--- src/rtl/rat_pkg.sv ---
package rat_pkg;

  // Advance a circular index by step within a ring of the given depth.
  function automatic int unsigned ring_add(input int unsigned base,
                                           input int unsigned step,
                                           input int unsigned depth);
    return (base + step) % depth;
  endfunction

endpackage

--- src/rtl/rat_free_fifo.sv ---
module rat_free_fifo
  import rat_pkg::*;
#(
  parameter int PHYS_REGS = 16,
  parameter int ARCH_REGS = 8,
  parameter int LANES     = 2,
  localparam int DEPTH = PHYS_REGS - ARCH_REGS,
  localparam int PW    = $clog2(PHYS_REGS),
  localparam int PTRW  = (DEPTH > 1) ? $clog2(DEPTH) : 1,
  localparam int CW    = $clog2(DEPTH + 1),
  localparam int LW    = $clog2(LANES + 1)
) (
  input  logic                clk,
  input  logic                rst,
  input  logic [LW-1:0]       pop_num,
  input  logic [LANES-1:0]    push_en,
  input  logic [LANES*PW-1:0] push_phys,
  output logic [LANES*PW-1:0] peek_phys,
  output logic [CW-1:0]       count
);

  logic [PW-1:0]   slot_q [DEPTH];
  logic [PTRW-1:0] head_q;
  logic [PTRW-1:0] tail_q;
  logic [CW-1:0]   count_q;
  logic [LW-1:0]   push_num;
  logic [LW-1:0]   push_ofs [LANES];

  // Compact the push lanes so they land in consecutive slots.
  always_comb begin
    push_num = '0;
    for (int k = 0; k < LANES; k++) begin
      push_ofs[k] = push_num;
      push_num    = push_num + LW'(push_en[k]);
    end
  end

  generate
    for (genvar j = 0; j < LANES; j++) begin : g_peek
      assign peek_phys[j*PW +: PW] =
        slot_q[PTRW'(ring_add(32'(head_q), j, DEPTH))];
    end
  endgenerate

  always_ff @(posedge clk) begin
    if (rst) begin
      for (int i = 0; i < DEPTH; i++) begin
        slot_q[i] <= PW'(ARCH_REGS + i);
      end
      head_q  <= '0;
      tail_q  <= '0;
      count_q <= CW'(DEPTH);
    end else begin
      for (int k = 0; k < LANES; k++) begin
        if (push_en[k]) begin
          slot_q[PTRW'(ring_add(32'(tail_q), 32'(push_ofs[k]), DEPTH))] <=
            push_phys[k*PW +: PW];
        end
      end
      head_q  <= PTRW'(ring_add(32'(head_q), 32'(pop_num), DEPTH));
      tail_q  <= PTRW'(ring_add(32'(tail_q), 32'(push_num), DEPTH));
      count_q <= count_q - CW'(pop_num) + CW'(push_num);
    end
  end

  assign count = count_q;

  AST_NO_UNDERFLOW: assert property (@(posedge clk) disable iff (rst)
    32'(pop_num) <= 32'(count_q));

  AST_NO_OVERFLOW: assert property (@(posedge clk) disable iff (rst)
    (32'(count_q) - 32'(pop_num) + 32'(push_num)) <= DEPTH);

endmodule

--- src/rtl/rat_map_table.sv ---
module rat_map_table #(
  parameter int ARCH_REGS = 8,
  parameter int PHYS_REGS = 16,
  parameter int LANES     = 2,
  parameter int NSRC      = 4,
  localparam int AW = $clog2(ARCH_REGS),
  localparam int PW = $clog2(PHYS_REGS)
) (
  input  logic                clk,
  input  logic                rst,
  input  logic [NSRC*AW-1:0]  lk_arch,
  output logic [NSRC*PW-1:0]  lk_phys_now,
  output logic [NSRC*PW-1:0]  lk_phys_q,
  input  logic [LANES-1:0]    alloc_en,
  input  logic [LANES*AW-1:0] alloc_arch,
  input  logic [LANES*PW-1:0] alloc_phys,
  output logic [LANES*PW-1:0] prev_phys,
  input  logic                restore_en,
  input  logic [AW-1:0]       restore_arch,
  input  logic [PW-1:0]       restore_phys
);

  logic [PW-1:0] map_q [ARCH_REGS];

  // Lookups read the table as it stands before this cycle's writes.
  generate
    for (genvar s = 0; s < NSRC; s++) begin : g_lk
      assign lk_phys_now[s*PW +: PW] = map_q[lk_arch[s*AW +: AW]];
    end
  endgenerate

  // Previous mapping per lane, forwarded from lower lanes of this cycle.
  always_comb begin
    for (int k = 0; k < LANES; k++) begin
      prev_phys[k*PW +: PW] = map_q[alloc_arch[k*AW +: AW]];
      for (int j = 0; j < k; j++) begin
        if (alloc_en[j] && (alloc_arch[j*AW +: AW] == alloc_arch[k*AW +: AW])) begin
          prev_phys[k*PW +: PW] = alloc_phys[j*PW +: PW];
        end
      end
    end
  end

  always_ff @(posedge clk) begin
    if (rst) begin
      for (int i = 0; i < ARCH_REGS; i++) begin
        map_q[i] <= PW'(i);
      end
      lk_phys_q <= '0;
    end else begin
      lk_phys_q <= lk_phys_now;
      if (restore_en) begin
        map_q[restore_arch] <= restore_phys;
      end else begin
        for (int k = 0; k < LANES; k++) begin
          if (alloc_en[k]) begin
            map_q[alloc_arch[k*AW +: AW]] <= alloc_phys[k*PW +: PW];
          end
        end
      end
    end
  end

endmodule

--- src/rtl/rat_ready_bits.sv ---
module rat_ready_bits #(
  parameter int PHYS_REGS = 16,
  parameter int LANES     = 2,
  parameter int NSRC      = 4,
  localparam int PW = $clog2(PHYS_REGS)
) (
  input  logic                clk,
  input  logic                rst,
  input  logic [NSRC*PW-1:0]  lk_phys,
  output logic [NSRC-1:0]     lk_ready_q,
  input  logic [LANES-1:0]    wb_en,
  input  logic [LANES*PW-1:0] wb_phys,
  input  logic [LANES-1:0]    alloc_en,
  input  logic [LANES*PW-1:0] alloc_phys
);

  logic [PHYS_REGS-1:0] ready_q;
  logic [PHYS_REGS-1:0] ready_d;
  logic [NSRC-1:0]      lk_ready_d;

  // Writeback sets, allocation clears; allocation is applied last.
  always_comb begin
    ready_d = ready_q;
    for (int k = 0; k < LANES; k++) begin
      if (wb_en[k]) ready_d[wb_phys[k*PW +: PW]] = 1'b1;
    end
    for (int k = 0; k < LANES; k++) begin
      if (alloc_en[k]) ready_d[alloc_phys[k*PW +: PW]] = 1'b0;
    end
  end

  // A lookup also sees a writeback that lands in the same cycle.
  always_comb begin
    for (int s = 0; s < NSRC; s++) begin
      lk_ready_d[s] = ready_q[lk_phys[s*PW +: PW]];
      for (int k = 0; k < LANES; k++) begin
        if (wb_en[k] && (wb_phys[k*PW +: PW] == lk_phys[s*PW +: PW])) begin
          lk_ready_d[s] = 1'b1;
        end
      end
    end
  end

  always_ff @(posedge clk) begin
    if (rst) begin
      ready_q    <= '1;
      lk_ready_q <= '0;
    end else begin
      ready_q    <= ready_d;
      lk_ready_q <= lk_ready_d;
    end
  end

  generate
    for (genvar k = 0; k < LANES; k++) begin : g_chk
      AST_ALLOC_CLEARS: assert property (@(posedge clk) disable iff (rst)
        alloc_en[k] |=> (ready_q[$past(alloc_phys[k*PW +: PW])] == 1'b0));
    end
  endgenerate

endmodule

--- src/rtl/rat_freelist.sv ---
module rat_freelist #(
  parameter int ARCH_REGS    = 8,
  parameter int PHYS_REGS    = 16,
  parameter int LANES        = 2,
  parameter int SRC_PER_LANE = 2,
  localparam int NSRC  = LANES * SRC_PER_LANE,
  localparam int AW    = $clog2(ARCH_REGS),
  localparam int PW    = $clog2(PHYS_REGS),
  localparam int DEPTH = PHYS_REGS - ARCH_REGS,
  localparam int CW    = $clog2(DEPTH + 1),
  localparam int LW    = $clog2(LANES + 1)
) (
  input  logic                clk,
  input  logic                rst,
  input  logic [NSRC*AW-1:0]  src_arch,
  output logic [NSRC*PW-1:0]  src_phys,
  output logic [NSRC-1:0]     src_ready,
  input  logic [LANES-1:0]    ren_req,
  input  logic [LANES*AW-1:0] ren_arch,
  output logic [LANES-1:0]    ren_valid,
  output logic [LANES*PW-1:0] ren_new,
  output logic [LANES*PW-1:0] ren_old,
  input  logic                restore_en,
  input  logic [AW-1:0]       restore_arch,
  input  logic [PW-1:0]       restore_phys,
  input  logic [LANES-1:0]    ret_en,
  input  logic [LANES*PW-1:0] ret_phys,
  input  logic [LANES-1:0]    wb_en,
  input  logic [LANES*PW-1:0] wb_phys,
  output logic [CW-1:0]       free_count
);

  logic [LW-1:0]       n_req;
  logic [LW-1:0]       req_ofs [LANES];
  logic                grant;
  logic [LANES-1:0]    alloc_en;
  logic [LANES*PW-1:0] alloc_phys;
  logic [LANES*PW-1:0] peek_phys;
  logic [LANES*PW-1:0] prev_phys;
  logic [NSRC*PW-1:0]  lk_phys_now;
  logic [CW-1:0]       pool_cnt;
  logic [LANES-1:0]    ren_valid_q;
  logic [LANES*PW-1:0] ren_new_q;
  logic [LANES*PW-1:0] ren_old_q;

  always_comb begin
    n_req = '0;
    for (int k = 0; k < LANES; k++) begin
      req_ofs[k] = n_req;
      n_req      = n_req + LW'(ren_req[k]);
    end
  end

  // All requesting lanes are granted together or none is.
  assign grant    = !restore_en && (32'(n_req) <= 32'(pool_cnt));
  assign alloc_en = grant ? ren_req : '0;

  generate
    for (genvar k = 0; k < LANES; k++) begin : g_pick
      assign alloc_phys[k*PW +: PW] = peek_phys[32'(req_ofs[k])*PW +: PW];
    end
  endgenerate

  rat_free_fifo #(
    .PHYS_REGS(PHYS_REGS), .ARCH_REGS(ARCH_REGS), .LANES(LANES)
  ) u_pool (
    .clk       (clk),
    .rst       (rst),
    .pop_num   (grant ? n_req : '0),
    .push_en   (ret_en),
    .push_phys (ret_phys),
    .peek_phys (peek_phys),
    .count     (pool_cnt)
  );

  rat_map_table #(
    .ARCH_REGS(ARCH_REGS), .PHYS_REGS(PHYS_REGS), .LANES(LANES), .NSRC(NSRC)
  ) u_map (
    .clk          (clk),
    .rst          (rst),
    .lk_arch      (src_arch),
    .lk_phys_now  (lk_phys_now),
    .lk_phys_q    (src_phys),
    .alloc_en     (alloc_en),
    .alloc_arch   (ren_arch),
    .alloc_phys   (alloc_phys),
    .prev_phys    (prev_phys),
    .restore_en   (restore_en),
    .restore_arch (restore_arch),
    .restore_phys (restore_phys)
  );

  rat_ready_bits #(
    .PHYS_REGS(PHYS_REGS), .LANES(LANES), .NSRC(NSRC)
  ) u_ready (
    .clk        (clk),
    .rst        (rst),
    .lk_phys    (lk_phys_now),
    .lk_ready_q (src_ready),
    .wb_en      (wb_en),
    .wb_phys    (wb_phys),
    .alloc_en   (alloc_en),
    .alloc_phys (alloc_phys)
  );

  always_ff @(posedge clk) begin
    if (rst) begin
      ren_valid_q <= '0;
      ren_new_q   <= '0;
      ren_old_q   <= '0;
    end else begin
      ren_valid_q <= alloc_en;
      ren_new_q   <= alloc_phys;
      ren_old_q   <= prev_phys;
    end
  end

  assign ren_valid  = ren_valid_q;
  assign ren_new    = ren_new_q;
  assign ren_old    = ren_old_q;
  assign free_count = pool_cnt;

  AST_RESTORE_BLOCKS: assert property (@(posedge clk) disable iff (rst)
    restore_en |=> (ren_valid == '0));

  AST_GRANT_FITS: assert property (@(posedge clk) disable iff (rst)
    $countones(ren_valid) <= 32'($past(free_count)));

  generate
    for (genvar k = 0; k < LANES; k++) begin : g_pair
      AST_PAIR_DIFFERS: assert property (@(posedge clk) disable iff (rst)
        ren_valid[k] |-> (ren_new[k*PW +: PW] != ren_old[k*PW +: PW]));
    end
  endgenerate

endmodule

--- config.mk ---
export PLATFORM = sky130hd
export DESIGN_NAME = rat_freelist
export DESIGN_NICKNAME = d
export VERILOG_FILES = /design/src/rtl/rat_pkg.sv /design/src/rtl/rat_free_fifo.sv /design/src/rtl/rat_map_table.sv /design/src/rtl/rat_ready_bits.sv /design/src/rtl/rat_freelist.sv
export SDC_FILE = /design/constraint.sdc
export NUM_CORES = 1
export LEC_CHECK = 0
export BUFFER_PORTS_ARGS = -buffer_cell sky130_fd_sc_hd__buf_4
export CORE_ASPECT_RATIO = 1.5
export CORE_MARGIN = 5
export CORE_UTILIZATION = 65
export DETAILED_ROUTE_END_ITERATION = 16
export PLACE_DENSITY = 0.87
export SYNTH_ARGS = -nofsm -noshare
export SYNTH_HDL_FRONTEND = slang
export SYNTH_HIERARCHICAL = 1
export SYNTH_SLANG_ARGS = --single-unit
--- constraint.sdc ---
create_clock -name clk -period 4.85 [get_ports clk]
set_input_delay 0.485 -clock clk [delete_from_list [all_inputs] [get_ports clk]]
set_output_delay 0.485 -clock clk [all_outputs]
set_load 0.005 [all_outputs]
=== Word-level counts from Yosys, hierarchy flattened ===
Memory sizes are Yosys's and may differ from the RTL's. A register that Yosys moved wholly into a read port is not among the register bits.
Index checks and enable logic that the tools add are counted.

* Multiply operators: 0
* Equal/unequal tests: 9
* Div/mod/pow operators: 0
* Shifts and indexed selects: 1
* Reductions and logical operators: 19
* Add/subtract/negate cells: 8
* Muxes and demuxes: 66
* Bitwise gates (word level): 7
* Order comparisons: 13

{| class="wikitable"
|+ Operators with widths
! kind !! count
|-
| 16-bit 2-to-1 mux || 4
|-
| 4-bit by 5-bit < comparator with 1-bit output (second input constant) || 8
|-
| 1-bit 2-to-1 mux || 40
|-
| 16-bit AND || 2
|-
| 4-bit == test || 8
|-
| 16-bit inverter || 2
|-
| 16-bit OR || 2
|-
| 4-bit 2-to-1 mux || 6
|-
| 4-bit OR reduction || 5
|-
| 3-bit 2-to-1 mux || 6
|-
| 1-bit binary-select mux with 4-bit select || 4
|-
| 1-bit demux with 4-bit select || 4
|-
| 4-bit by 1-bit greater-or-equal comparator with 1-bit output (second input constant) || 4
|-
| 1-bit logical AND || 13
|-
| 8-bit by 4-bit variable part select with 4-bit output || 1
|-
| 3-bit by 2-bit adder with 3-bit output || 2
|-
| 1-bit by 1-bit adder with 2-bit output || 2
|-
| 4-bit by 2-bit adder with 4-bit output || 1
|-
| 2-bit by 4-bit less-or-equal comparator with 1-bit output || 1
|-
| 2-bit 2-to-1 mux || 2
|-
| 4-bit by 2-bit subtractor with 4-bit output || 1
|-
| 3-bit by 1-bit adder with 3-bit output || 1
|-
| 3-bit by 1-bit adder with 3-bit output (second input constant) || 1
|-
| 3-bit == test || 1
|-
| other kinds (2) || 2
|}

* Bits in writable memories: 64
* Bits in registers: 61
* Memory bits (read-only): 0
* Latch bits: 0
* Logic and storage cells: 135
* Output and inout port bits: 42
* Memories: 2
* Bits of input ports: 50

{| class="wikitable"
|+ Memories
! memory !! words !! width !! read ports !! clocked after memory_dff !! write ports !! RTL line !! text
|-
| u_map.map_q || 8 || 4 || 6 || 2 || 8 || rat_map_table.sv:23 || <nowiki>logic [PW-1:0] map_q [ARCH_REGS];</nowiki>
|-
| u_pool.slot_q || 8 || 4 || 2 || 1 || 8 || rat_free_fifo.sv:22 || <nowiki>logic [PW-1:0] slot_q [DEPTH];</nowiki>
|}

=== Logic depth before layout (Yosys ltp) ===
* Depth in word-level cells: 12
* Mapped depth: 12
* Depth with buffers taken out: 12

=== Cells and area by module ===
Netlist, hierarchy kept.

{| class="wikitable"
|+ Modules (own cells, without submodules)
! module !! instances !! area an instance (µm²) !! sequential area each (µm²) !! cells an instance
|-
| rat_map_table || 1 || 3876.2 || 1281.2 || 308
|-
| rat_free_fifo || 1 || 2661.3 || 1161.1 || 203
|-
| rat_ready_bits || 1 || 2030.7 || 400.4 || 224
|-
| rat_freelist || 1 || 683.2 || 360.3 || 53
|}

=== Worst setup path before layout ===
Ideal clock, no wire load.

* Kind: in2reg
* Start: in ren_req[0]
* End: mem u_map/map_q[6][0] in the netlist's numbering, enable pin
* Path slack: 1.502 ns
* Data required time: 4.544 ns
* Buffers on the path: 2
* Stages on the path: 10
* Data arrival time: 3.042 ns
* Setup time: 0.306 ns
* Path through: ha_1 > ha_1 > nor2b_4 > o21a_4 > nor3b_1 > or3b_1 > buf_6 > buf_12 > mux2i_1 > a211o_1

{| class="wikitable"
|+ RTL lines
! element !! RTL line !! text
|-
| start, declared || rat_freelist.sv:18 || <nowiki>input logic [LANES-1:0] ren_req,</nowiki>
|-
| end, declared || rat_map_table.sv:23 ||
|}

==> summary.txt <==
Run status
  – Status: finished clean

GRT
  – GRT met3 Usage: 0.0580
  – All-Layer GR Usage: 0.329
  – Initial antenna violation count: 0
  – Gr ovfl total: 0
  – Number of global-route vias before repair: slightly below 8,000
  – Global-route met2 utilization: 0.601
  – First-pass GRT wire length: 41,900 µm
  – Largest net degree at the start of global routing: between 90 and 100
  – Grt peak-use layer: met2
  – Met1 global-route usage: 0.340

Synthesis
  – YS warnings: 6
  – Largest family of logic cells by synthesized area: multiplexers
  – Post-synthesis mux area share: 0.265
  – Seq/Total Area, Yosys: 0.346
  – Cell Area, Synth: around 9300 µm²
  – Synth Area in Compound Gates: 0.127
  – Post-synth EDFFs: 64
  – Number of synthesized register bits: around 130
  – XOR/XNOR Fraction of Synth Area: 0.0406
  – Syn Nets: about 860
  – Cells after Synth: about 790
  – Post-synth ARST share: 0
  – Yosys cell types: 66
  – Simple-Gate Fraction of Synth Area: 0.146
  – Post-synth top flop: edfxtp_1
  – Adder-cell area share of the yosys netlist: 0.0276
  – Average size of a mapped cell: approximately 12 µm²

Routing
  – Drt drc: 0
  – Aggregate routed wire length: ~27,000 µm
  – Vias per cell: roughly 7.2
  – DR WL/cell: ~26 µm
  – DRT antenna net count: 0
  – Iteration-0 DRC Markers: 665
  – DR vias: approximately 7,500
  – Pre-antenna DRT Iters: 6

Final layout
  – Final Non-Filler Cells: roughly 1,000
  – Area Growth Syn to Fin: 12.7%
  – Nets@finish: 903
  – Layout cells sized above 1: 0.320
  – Antenna fix cells: 0
  – # fillers: 925

Clocking
  – Bufs on Longest Clock Path: 2
  – Clk slew on worst S/H paths: roughly 0.060 ns
  – Post-CTS setup buffer count: 0
  – Hold_buf cts: 0
  – Resized cells post-CTS: 0
  – H-tree Lvls: 4
  – CTS tree: built
  – Root buffer cell: clkbuf_16
  – Skew-Pair Late Insertion Delay: ~0.42 ns
  – CTS Buf Count: 17
  – CTS sink cnt: roughly 130

STA
  – Final slew viol count: 0
  – Max_slew headroom: 0.319
  – Fin. Hold Viols: 0
  – Setup TNS: 0 ns
  – Clock Skew: around 0.012 ns
  – Worst-Margin Slew: roughly 1 ns
  – RSZ-0062 raised after global routing: false
  – Final worst slack: roughly 1.2 ns
  – Final min period: 3.62 ns
  – Fmax: 277 MHz
  – Crit share post-route: 0.746
  – Final setup viols: 0

Flow run
  – Maxcap violations: 0

Worst setup path
  – CP arrival: 3.72 ns
  – Critical path peak fanout: 12
  – Startpoint Class: primary input
  – WS Path Type: in2reg
  – Reg2reg setup slack: 1.25 ns
  – Worst r2r src: u_pool/count[1]
  – Worst setup EP type: register
  – Reg2reg end: u_map/map_q[5][0]
  – R2R depth: 9
  – Data required time of the worst path: 4.95 ns

Placed design
  – Number of cells after detailed placement: around 1,000
  – Dpl ws: approximately 0.88 ns
  – DP HPWL: 20,000 µm
  – Port Buffers: between 90 and 100
  – GPL Wtd Cong: around 0.99

Power
  – Pleak: around 3.8 nW
  – VDD IR max: roughly 280 µV
  – PwrDens: between 300 and 400 nW/µm²

Floorplanning
  – Initial Util: 0.661
  – I/O pin cnt: 92
  – Die width: 107 µm
  – Die Area: about 17,000 µm²
  – Rows: 53
  – Die height: between 150 and 200 µm
  – Core area: 14,000 µm²

Worst hold path
  – Min-delay src: ren_req[1]
  – Hold Path Depth: 2
  – Hold Path End: ren_valid[1]
  – Hold WC Path Type: in2reg
[registers in the layout, indices dropped and copies added (netlist names)]
signal	cells
u_map/map_q	32
ren_old	8
u_ready/ready_q	16
u_ready/lk_ready_q	4
u_map/lk_phys_q	16
u_pool/slot_q	32
ren_new	8
ren_valid	2
u_pool/head_q	3
u_pool/tail_q	3
u_pool/count	4
[worst max-delay path, cell delays in order]
cell      delay (ns)
buf_4           0.15
ha_1            0.28
inv_1           0.05
ha_1            0.28
a211oi_2        0.21
o21a_4          0.22
nor3b_1         0.06
buf_4           0.17
or3b_1          0.64
mux2i_1         0.90
a41oi_1         0.24
[cells in the final DEF, fill, tap and decap left out, types with 14 or more instances in the layout]
cell type  count
xnor2_1       15
buf_4         98
mux4_2        76
edfxtp_1      64
o21bai_1      17
ha_1          14
nor2_1        31
nor3_1        33
xor2_1        26
a41oi_1       16
dfxtp_1       64
mux2_2        41
o41ai_1       20
o22ai_1       29
nand2_1       22
inv_1         16
clkbuf_16     19
nor2b_1       40
nand3_1       33
[report_power, final]
| group | leakage (nW) | internal, mW | switching [mW] |
|---|---|---|---|
| logic | 2.43 | 0.470 | 0.515 |
| clock network | 0.276 | 0.723 | 0.498 |
| registers | 1.09 | 1.23 | 0.0979 |
| total | 3.79 | 2.43 | 1.11 |
[metal layers]
metal | vias up | share of wire
met5 | - | 0
met2 | 557 | 0.54
met4 | 0 | 0.068
met1 | 3569 | 0.31
met3 | 129 | 0.080
li1 | 3212 | -
[cell families (layout without fill, tap and decap cells)]
logic type | Yosys count | in the layout
AO/OA/AOI/OAI | 150 | 150
adder cells (fa/ha/maj) | 18 | 18
XOR/XNOR | 42 | 42
buffers and inverters | 86 | 146
flip-flops | 128 | 128
AND/OR/NAND/NOR | 227 | 227
multiplexers | 137 | 137
[per-stage QoR]
step | area [µm²] | utilization | hold WS, ns | total power [mW]
global route | 10400 | 0.745 | 0.350 | 3.69
detailed placement | 9850 | 0.704 | 0.552 | 2.32
global placement | 9850 | 0.704 | 0.545 | 2.27
CTS | 10400 | 0.745 | 0.353 | 3.54
finish | 10400 | 0.745 | 0.369 | 3.54
floorplan | 9250 | - | 0.515 | 2.02
[how the worst max path moves through the flow]
stage,from,to,slack [ns]
floorplan,ren_req[0],u_map/map_q[6][0],1.50
CTS,u_pool/count[1],u_map/map_q[3][1],1.33
finish,ren_req[0],u_map/map_q[5][0],1.23
global placement,ren_req[0],u_map/map_q[1][0],0.88
global route,u_pool/count[1],u_map/map_q[5][0],1.01
detailed placement,ren_req[0],u_map/map_q[3][1],0.88
[area by class of cell]
class,count,area [µm²],area share
Multi-Input combinational cell,574,5610,0.538
Clock buffer,20,479,0.0460
Timing Repair Buffer,98,736,0.0706
Sequential cell,128,3200,0.307
Inverter,16,60.1,0.00576
Tap cell,192,240,0.0230
Clock inverter,12,95.1,0.00912
[synth_stat cells (6+ instances only)]
master | n | area, µm²
nor2_1 | 31 | 116
a41oi_1 | 16 | 140
buf_6 | 7 | 78.8
a2bb2oi_1 | 6 | 52.6
nand2_1 | 22 | 82.6
inv_1 | 16 | 60.1
o22ai_1 | 29 | 181
xor2_1 | 26 | 228
buf_4 | 6 | 45.0
nor2b_1 | 40 | 250
and3b_1 | 7 | 61.3
dfxtp_1 | 64 | 1280
mux4_2 | 76 | 1710
nor3_1 | 33 | 165
nand3_1 | 33 | 165
clkbuf_1 | 30 | 113
mux2i_1 | 13 | 130
o22a_1 | 8 | 70.1
mux2_2 | 41 | 462
a22o_1 | 9 | 78.8
xnor2_1 | 15 | 131
buf_2 | 16 | 80.1
o41ai_1 | 20 | 175
buf_1 | 6 | 22.5
nand2b_1 | 13 | 81.3
a211o_1 | 9 | 78.8
nand3b_1 | 11 | 82.6
ha_1 | 14 | 175
or2_2 | 6 | 37.5
a21oi_1 | 8 | 40.0
o21bai_1 | 17 | 128
edfxtp_1 | 64 | 1920
nor3b_1 | 7 | 52.6
(Power assumes the default switching activity.)
